### src/rtl/gpio_irq_pkg.sv
package gpio_irq_pkg;
  localparam int ADDR_W = 3;

  typedef enum logic [ADDR_W-1:0] {
    SEL_MODE = 3'd0,
    SEL_POL  = 3'd1,
    SEL_EN   = 3'd2,
    SEL_ACK  = 3'd3,
    SEL_RAW  = 3'd4,
    SEL_MSK  = 3'd5
  } reg_sel_e;
endpackage

### src/rtl/gpio_irq_regs.sv
module gpio_irq_regs
  import gpio_irq_pkg::*;
#(
  parameter int NUM_LINES = 8
) (
  input  logic                 clk_i,
  input  logic                 rst_ni,
  input  logic                 we_i,
  input  logic [ADDR_W-1:0]    addr_i,
  input  logic [NUM_LINES-1:0] wdata_i,
  output logic [NUM_LINES-1:0] mode_o,
  output logic [NUM_LINES-1:0] pol_o,
  output logic [NUM_LINES-1:0] en_o,
  output logic [NUM_LINES-1:0] ack_o
);
  logic wr_mode, wr_pol, wr_en, wr_ack;

  assign wr_mode = we_i && (addr_i == SEL_MODE);
  assign wr_pol  = we_i && (addr_i == SEL_POL);
  assign wr_en   = we_i && (addr_i == SEL_EN);
  assign wr_ack  = we_i && (addr_i == SEL_ACK);

  always_ff @(posedge clk_i or negedge rst_ni) begin
    if (!rst_ni) begin
      mode_o <= '0;
      pol_o  <= '0;
      en_o   <= '0;
    end else begin
      if (wr_mode) mode_o <= wdata_i;
      if (wr_pol)  pol_o  <= wdata_i;
      if (wr_en)   en_o   <= wdata_i;
    end
  end

  // acknowledge is a one-cycle pulse, not stored
  assign ack_o = wr_ack ? wdata_i : '0;
endmodule

### src/rtl/gpio_irq_detect.sv
module gpio_irq_detect #(
  parameter int NUM_LINES = 8
) (
  input  logic                 clk_i,
  input  logic                 rst_ni,
  input  logic [NUM_LINES-1:0] pin_i,
  input  logic [NUM_LINES-1:0] mode_i,
  input  logic [NUM_LINES-1:0] pol_i,
  input  logic [NUM_LINES-1:0] en_i,
  input  logic [NUM_LINES-1:0] ack_i,
  output logic [NUM_LINES-1:0] prev_o,
  output logic [NUM_LINES-1:0] latch_o,
  output logic [NUM_LINES-1:0] raw_o
);
  for (genvar i = 0; i < NUM_LINES; i++) begin : g_line
    logic prev_q, latch_q, hit;

    // prev tracks the pin each cycle, so a polarity change never sees a stale value
    always_ff @(posedge clk_i or negedge rst_ni) begin
      if (!rst_ni) prev_q <= 1'b0;
      else         prev_q <= pin_i[i];
    end

    assign hit = mode_i[i] && en_i[i] &&
                 (pol_i[i] ? (pin_i[i] && !prev_q) : (!pin_i[i] && prev_q));

    // new edge wins over a coincident acknowledge; level mode drops the latch
    always_ff @(posedge clk_i or negedge rst_ni) begin
      if (!rst_ni) latch_q <= 1'b0;
      else         latch_q <= mode_i[i] && ((latch_q && !ack_i[i]) || hit);
    end

    assign prev_o[i]  = prev_q;
    assign latch_o[i] = latch_q;
    assign raw_o[i]   = mode_i[i] ? latch_q : (pin_i[i] ~^ pol_i[i]);
  end
endmodule

### src/rtl/gpio_irq_unit.sv
module gpio_irq_unit
  import gpio_irq_pkg::*;
#(
  parameter int NUM_LINES = 8
) (
  input  logic                 clk_i,
  input  logic                 rst_ni,
  input  logic [NUM_LINES-1:0] pin_i,
  input  logic                 we_i,
  input  logic [ADDR_W-1:0]    addr_i,
  input  logic [NUM_LINES-1:0] wdata_i,
  output logic [NUM_LINES-1:0] rdata_o,
  output logic                 irq_o
);
  logic [NUM_LINES-1:0] mode_q, pol_q, en_q, ack_vec;
  logic [NUM_LINES-1:0] prev_q, latch_q, raw_stat, msk_stat;

  gpio_irq_regs #(.NUM_LINES(NUM_LINES)) u_regs (
    .clk_i   (clk_i),
    .rst_ni  (rst_ni),
    .we_i    (we_i),
    .addr_i  (addr_i),
    .wdata_i (wdata_i),
    .mode_o  (mode_q),
    .pol_o   (pol_q),
    .en_o    (en_q),
    .ack_o   (ack_vec)
  );

  gpio_irq_detect #(.NUM_LINES(NUM_LINES)) u_detect (
    .clk_i   (clk_i),
    .rst_ni  (rst_ni),
    .pin_i   (pin_i),
    .mode_i  (mode_q),
    .pol_i   (pol_q),
    .en_i    (en_q),
    .ack_i   (ack_vec),
    .prev_o  (prev_q),
    .latch_o (latch_q),
    .raw_o   (raw_stat)
  );

  assign msk_stat = raw_stat & en_q;
  assign irq_o    = |msk_stat;

  always_comb begin
    unique case (addr_i)
      SEL_MODE: rdata_o = mode_q;
      SEL_POL:  rdata_o = pol_q;
      SEL_EN:   rdata_o = en_q;
      SEL_RAW:  rdata_o = raw_stat;
      SEL_MSK:  rdata_o = msk_stat;
      default:  rdata_o = '0;
    endcase
  end
endmodule

### config.mk
export PLATFORM = sky130hd
export DESIGN_NAME = gpio_irq_unit
export DESIGN_NICKNAME = d
export VERILOG_FILES = /design/src/rtl/gpio_irq_pkg.sv /design/src/rtl/gpio_irq_regs.sv /design/src/rtl/gpio_irq_detect.sv /design/src/rtl/gpio_irq_unit.sv
export SDC_FILE = /design/constraint.sdc
export NUM_CORES = 1
export LEC_CHECK = 0
export ABC_AREA = 0
export BUFFER_PORTS_ARGS = -buffer_cell sky130_fd_sc_hd__buf_2
export CORE_MARGIN = 10
export CORE_UTILIZATION = 50
export DETAILED_ROUTE_END_ITERATION = 10
export PLACE_DENSITY = 0.77
export SLEW_MARGIN = 20
export SYNTH_ARGS = -nofsm -noshare
export SYNTH_HDL_FRONTEND = slang
export SYNTH_SLANG_ARGS = --single-unit
export TNS_END_PERCENT = 100
### constraint.sdc
create_clock -name clk_i -period 1.2 [get_ports clk_i]
set_input_delay 0 -clock clk_i [delete_from_list [all_inputs] [get_ports clk_i]]
set_output_delay 0 -clock clk_i [all_outputs]
set_load 0.005 [all_outputs]
; ---- Word-level counts from Yosys, hierarchy flattened
; Cells that the tools add are included.
[word_totals]
register_bits = 40
wordCells = 137
[op_classes]
eq_ne = 5
mux = 18
n_bitwise = 9
n_reduce_logical = 86
[ops]
columns = operator, count
row1 = 1-bit logical AND, 52
row2 = 8-bit case mux with 5 select lines, 1
row3 = 1-bit zero test, 24
row4 = 1-bit 2-to-1 mux, 16
row5 = 8-bit bitwise AND, 1
row6 = 1-bit logical OR, 8
row7 = 8-bit 2-to-1 mux, 1
row8 = 8-bit OR reduction, 1
row9 = 1-bit XNOR, 8
row10 = 3-bit by 2-bit == test with 1-bit output (second input constant), 2
row11 = 3-bit == test (second input constant), 2
row12 = 3-bit by 1-bit == test with 1-bit output (second input constant), 1
row13 = 3-bit zero test, 1

; ---- Depth between registers and ports, before layout
; Gate-level depths: netlist of the first run.
[logic_depth]
word_depth = 7
mapped_depth = 5
depth_no_buf = 4

; ---- By module
; A second synthesis of the first run with hierarchy kept.
[hier_totals]
hier_cells = 209
hier_area_um2 = 2441.1
[modules_own_cells]
columns = mod, n_inst, cells_each, area_per_inst_um2
row1 = gpio_irq_regs, 1, 62, 987.2
row2 = gpio_irq_detect, 1, 88, 940.9
row3 = gpio_irq_unit, 1, 59, 513.0

; ---- Least setup slack after synthesis of the first run
; No wires, ideal clock.
[synth_path]
path_kind = flip-flop to output port
start = register u_regs.mode_o[3]
end = output port irq_o
t_arrival_ns = 1.189
t_required_ns = 1.200
setup_slack_ns = 0.011
stages_incl_launch_ff = 5
path_buffers = 0
path_cell_list = dfrtp_1 > and2_1 > a32o_1 > a2111oi_0 > nand3_1
[synth_via]
elab_chain_cells = 3
[synth_lines]
columns = item, line_no
row1 = start: declaration, gpio_irq_regs.sv:11  ; output logic [NUM_LINES-1:0] mode_o,
row2 = start signal: assignment, gpio_irq_regs.sv:29  ; if (wr_mode) mode_o <= wdata_i;
row3 = 1-bit 2-to-1 mux, gpio_irq_detect.sv:35  ; assign raw_o[i] = mode_i[i] ? latch_q : (pin_i[i] ~^ pol_i[i]);
row4 = 8-bit bitwise AND, gpio_irq_unit.sv:43  ; assign msk_stat = raw_stat & en_q;
row5 = 8-bit OR reduction, gpio_irq_unit.sv:44  ; assign irq_o = |msk_stat;
row6 = end: declaration, gpio_irq_unit.sv:13  ; output logic irq_o
; No other way between the ends.

; ---- Final worst setup path of the first run
[layout_path]
start = register u_regs.pol_o[6]
end = output port irq_o
[layout_via]
elab_chain_cells = 4
[layout_lines]
columns = item, line_no
row1 = start: declaration, gpio_irq_regs.sv:12  ; output logic [NUM_LINES-1:0] pol_o,
row2 = start signal: assignment, gpio_irq_regs.sv:30  ; if (wr_pol) pol_o <= wdata_i;
row3 = 1-bit XNOR, gpio_irq_detect.sv:35
row4 = 1-bit 2-to-1 mux, gpio_irq_detect.sv:35
row5 = 8-bit bitwise AND, gpio_irq_unit.sv:43
row6 = 8-bit OR reduction, gpio_irq_unit.sv:44
; No other way between the ends.

==> impl_metrics.ini, run 1 <==
[logic_synthesis]
synth_commonest_cells = dfrtp_1, nand2_1, o21ai_0, a22oi_1, mux2_2
synthCells = 195
synthFlopType = dfrtp_1
yosysUniqueCellTypes = 32
syn-num-nets = 217
ys_ff_latch = 40
syn_area_mm2 = 0.00221
yosysTopAreaCellShare_pct = 45.3
synthTopCellsByArea = dfrtp_1, mux2_4, mux2_2, a22oi_1, o21ai_0
yosys.cell_count.top_type = dfrtp_1
synth_edf_count = 0
yosys.area.top_type = dfrtp_1
yosysWarnings = 0
async_reset_ff_share_pct = 100
seq_area_frac_synth_pct = 45.3
syn_avg_cell_area_um2 = 11.3

[timing]
fin_skew_ns = 0.00558
tightest_slew_ns = 0.665
period_share_pct = 143
hold_viol_final = 0
slew_headroom_pct = 55.7
rsz0062_at_grt = true
layout_setup_ws_ns = -0.514
fmax_mhz = 583
setup_viol = 9
period_needed_ns = 1.71
drv_slew = 0

[hold_path]
min_path_type = primary input to flip-flop
min_from = pin_i[0]
min_path_cells = 4
whs_endpoint = u_detect.g_line[0].latch_q

[run]
drv_cap = 0

[clock_network]
clock-sinks = 40
path_clk_slew_ns = 0.08
insertion_delay_ns = 0.30
cts_made_buffers = 5
cts-htree-levels = 2
cts_buffer_depth = 2
cts_root_buf = clkbuf_8
tritoncts = done

[pwr]
power_density_mw_per_mm2 = 1420
power_frac_comb_pct = 41.7
p_clk_share_pct = 20.4
p_leak_nw = 1.48
internal_power_mw = 3.19
fin_total_pwr_mw = 4.66
swShare_pct = 31.6
switchingPower_mw = 1.47
seq_power_share_pct = 37.9
ir_drop_mv = 0.758

[global_route]
grt_pass1_vias = 2172
grt_first_pass_wirelength_um = 10500
grt_max_degree = 41
grt.total_usage_pct = 17.7
antenna_found_initial = 0
grt_remaining_overflow = 0

[setup_path]
r2r-end = u_detect.g_line[2].latch_q
start_kind = flip-flop
crit_type = flip-flop to primary output
endpoint_kind = primary output
worstPathArrival_ns = 1.71
worstPathMaxFanout = 2
reg2reg_from = u_regs.pol_o[2]
r2r_cells = 6
rrSetupSlack_ns = 0.04
cp.required_ns = 1.20

[floorplanning]
start_util_pct = 51.1
fp.coreArea_mm2 = 0.00432
die_width_um = 86.5
io_pins = 31
dieHeight_um = 86.5
die_area_mm2 = 0.00748
rows = 24

[routing]
routed_via_density = 5.78
vias = 2007
wirelength_um = 6750
drtIter0Drc = 112
wl_per_cell_um = 19.5
firstDrtPassIters = 4
remaining_drc_errors = 0
ant_nets = 0

[placement]
portBuffers = 30
gp_congestion = 0.801
dp_hpwl_um = 4080

[layout]
final_nets = 316
diodes = 0
final.fill_count = 276
drive_gt1_share_pct = 51.2
area_growth_pct = 48.2
fin_util_pct = 75.7

[run_status]
violations = negative setup slack
outcome = finished, violations left
[worst max-delay path by stage]
stage,from,end,cells past startpoint
floorplan,u_regs.mode_o[3],irq_o,4
global placement,u_regs.mode_o[3],irq_o,5
detailed placement,u_regs.mode_o[3],irq_o,5
CTS,u_regs.pol_o[1],irq_o,5
global route,u_regs.pol_o[2],irq_o,5
finish,u_regs.pol_o[6],irq_o,5
[worst max-delay path: stages, from the launching register on]
cell and delay, ns:
dfrtp_1 0.42, xor2_1 0.18, nor3b_1 0.08, a2111oi_1 0.45, nand3_1 0.13, buf_2 0.15
[power groups by stage]
stage               combinational (mW)  clock (mW)  sequential, mW
detailed placement                1.44           0            1.75
finish                            1.94       0.951            1.76
global route                      2.07        1.02            1.79
floorplan                        0.694           0            1.79
global placement                  1.40           0            1.73
CTS                               1.74       0.955            1.74
[layer usage]
metal / routed length [um] / global-route usage (%) / vias to the layer above / share of wire (%)
met4: 120 / 6.63 / 0 / 1.8
met1: 2750 / 20.3 / 1005 / 41
met2: 3460 / 30.8 / 65 / 51
met3: 421 / 4.60 / 11 / 6.2
met5: 0 / 0 / - / 0
li1: - / - / 926 / -
[metrics by stage]
stage | hold slack (ns) | worst slack (ns) | cell area, um2 | TNS, ns | cells
floorplan | -0.296 | 0.0108 | 2210 | 0 | 195
global placement | -0.0120 | -0.172 | 2700 | -1.12 | 315
detailed placement | -0.00984 | -0.197 | 2700 | -1.33 | 315
CTS | -0.142 | -0.410 | 3140 | -2.61 | 345
global route | 0.164 | -0.572 | 3270 | -3.22 | 347
finish | 0.155 | -0.514 | 3270 | -2.63 | 347
[cell families (layout without fill, tap and decap cells)]
logic type	count (synthesis)	after routing	share of synthesized area, %
XOR/XNOR	5	5	1.98
AND/OR/NAND/NOR	57	57	14.5
buffers and inverters	7	107	3.34
AO/OA/AOI/OAI	52	52	15.1
multiplexers	34	34	19.7
flip-flops	40	40	45.3
[cell type report]
type	instances	area, um2	area share [%]
Clock buffer	8	90.1	2.75
Inverter	2	12.5	0.382
Multi-Input combinational cell	148	1330	40.7
Sequential cell	40	1000	30.6
Tap cell	52	65.1	1.99
Timing Repair Buffer	97	772	23.6
[cells in the final DEF, fill, tap and decap left out, drive strengths merged]
cell type | synthesis | layout
xor2 | 5 | 5
inv | 2 | 2
and2 | 4 | 4
a221oi | 1 | 1
nand3 | 4 | 4
and4b | 1 | 1
o21ai | 19 | 19
a2111oi | 2 | 2
a21oi | 3 | 3
a22oi | 16 | 16
and3 | 3 | 3
mux2i | 3 | 3
a32o | 1 | 1
o22ai | 8 | 8
clkbuf | 1 | 8
nand2 | 22 | 22
o32ai | 1 | 1
nand2b | 7 | 7
dfrtp | 40 | 40
mux2 | 31 | 31
nor3b | 4 | 4
dlygate4sd3 | 0 | 17
or2 | 3 | 3
nor2 | 1 | 1
buf | 4 | 80
o2111ai | 1 | 1
nor2b | 8 | 8
[flip-flops by register name, indices dropped and copies added (netlist names)]
name / cells
u_regs.pol_o: 8
u_regs.mode_o: 8
u_regs.en_o: 8
u_detect.g_line.prev_q: 8
u_detect.g_line.latch_q: 8
[timing repair]
item	4_1_cts	5_1_grt
setup endpoints to repair	9	13
pin swaps	17	21
setup buffers	6	4
hold endpoints to repair	72	1
gates resized for setup	42	34
hold buffers	16	1
(Power assumes the default switching activity.)
==> run 2, diff against run 1 <==
- CORE_UTILIZATION: 50 -> 29
- PLACE_DENSITY: 0.77 -> 0.51
- SETUP_SLACK_MARGIN: not set -> 0.02
==> impl_metrics.ini, run 2 (same netlist as run 1, synthesis figures left out) <==
[floorplanning]
rows = 31
die_area_mm2 = 0.0115
dieHeight_um = 107
io_pins = 31
fp.coreArea_mm2 = 0.00733
start_util_pct = 30.1
die_width_um = 107

[routing]
ant_nets = 0
routed_via_density = 4.77
remaining_drc_errors = 0
wl_per_cell_um = 16.1
drtIter0Drc = 75
vias = 1884
wirelength_um = 6340
firstDrtPassIters = 4

[setup_path]
cp.required_ns = 1.20
start_kind = flip-flop
endpoint_kind = primary output
rrSetupSlack_ns = -0.01
r2r_cells = 6
r2r-end = u_detect.g_line[2].latch_q
worstPathArrival_ns = 1.60
worstPathMaxFanout = 4
crit_type = flip-flop to primary output
reg2reg_from = u_regs.pol_o[2]

[timing]
drv_slew = 0
fmax_mhz = 624
setup_viol = 10
hold_viol_final = 0
setup_tns_ns = -2.53
fin_skew_ns = 0.00715
slew_headroom_pct = 69.2
tightest_slew_ns = 0.463
layout_setup_ws_ns = -0.404
period_needed_ns = 1.60
period_share_pct = 134
rsz0062_at_grt = true

[hold_path]
min_path_type = primary input to flip-flop
min_from = wdata_i[0]
min_path_cells = 3
whs_endpoint = u_regs.en_o[0]

[global_route]
grt_remaining_overflow = 0
grt_max_degree = 41
antenna_found_initial = 0
grt_pass1_vias = 1986
grt_first_pass_wirelength_um = 10500
grt.total_usage_pct = 11.4

[placement]
gp_congestion = 0.786
portBuffers = 30
place_area_mm2 = 0.00278
dp_hpwl_um = 4510

[clock_network]
cts_root_buf = clkbuf_8
path_clk_slew_ns = 0.07
insertion_delay_ns = 0.29
cts-htree-levels = 2
cts_buffer_depth = 2
clock-sinks = 40
tritoncts = done
cts_made_buffers = 5

[layout]
layout_commonest_cell = buf_4
most-common-layout-cells = buf_4, dfrtp_1, buf_2
final_nets = 317
diodes = 0
area_growth_pct = 47.9
drive_gt1_share_pct = 50.3
fin_area_mm2 = 0.00327

[pwr]
fin_total_pwr_mw = 4.48
ir_drop_mv = 0.636
power_density_mw_per_mm2 = 1370
p_leak_nw = 1.45

[run_status]
outcome = finished, violations left
violations = negative setup slack

[run]
drv_cap = 0
run 2: repair_timing:
item,CTS,global route
endpoints found under the setup margin,9,13
gates resized for setup,32,19
endpoints found under the hold margin,68,0
buffers inserted,6,4
pin swaps,15,10
hold buffers,16,0
run 2: metrics by stage:
step           utilization (%)  cells  hold slack, ns  setup WS, ns
6_report                  44.5    395          0.0125        -0.404
5_1_grt                   44.5    395         0.00198        -0.538
4_1_cts                   43.4    394          0.0107        -0.449
3_5_place_dp              37.9    364        -0.00409        -0.229
3_3_place_gp              37.9    364        -0.00438        -0.180
2_1_floorplan                -    195          -0.296        0.0584
run 2: worst max path at each step:
stage | startpoint | endpoint | slack (ns)
finish | u_regs.mode_o[1] | irq_o | -0.40
global route | u_regs.pol_o[1] | irq_o | -0.54
CTS | u_regs.pol_o[2] | irq_o | -0.45
detailed placement | u_regs.pol_o[1] | irq_o | -0.23
global placement | u_regs.pol_o[3] | rdata_o[3] | -0.18
floorplan | u_regs.mode_o[3] | irq_o | 0.06
run 2: area by class of cell:
class / count / area [um2]
Timing Repair Buffer: 98 / 751
Sequential cell: 40 / 1000
Tap cell: 99 / 124
Fill cell: 693 / 4070
Multi-Input combinational cell: 148 / 1280
Clock buffer: 6 / 82.6
Clock inverter: 2 / 10.0
Inverter: 2 / 12.5
run 2: report_power, final:
group          internal [mW]  switching (mW)
Sequential              1.57           0.191
Combinational           1.08           0.700
Clock                  0.459           0.478
Total                   3.11            1.37
run 2: metal layers:
| metal | part of all wire [%] | track usage, % |
|---|---|---|
| met5 | 0 | 0 |
| met4 | 0.27 | 1.74 |
| met3 | 4.6 | 3.59 |
| met2 | 48 | 18.2 |
| met1 | 47 | 15.1 |
run 2: worst max-delay path, stage by stage, from the launching register on:
cell	delay [ns]
dfrtp_1	0.42
nand3_1	0.11
o2111ai_1	0.15
a2111oi_2	0.35
nand3_1	0.13
buf_2	0.15
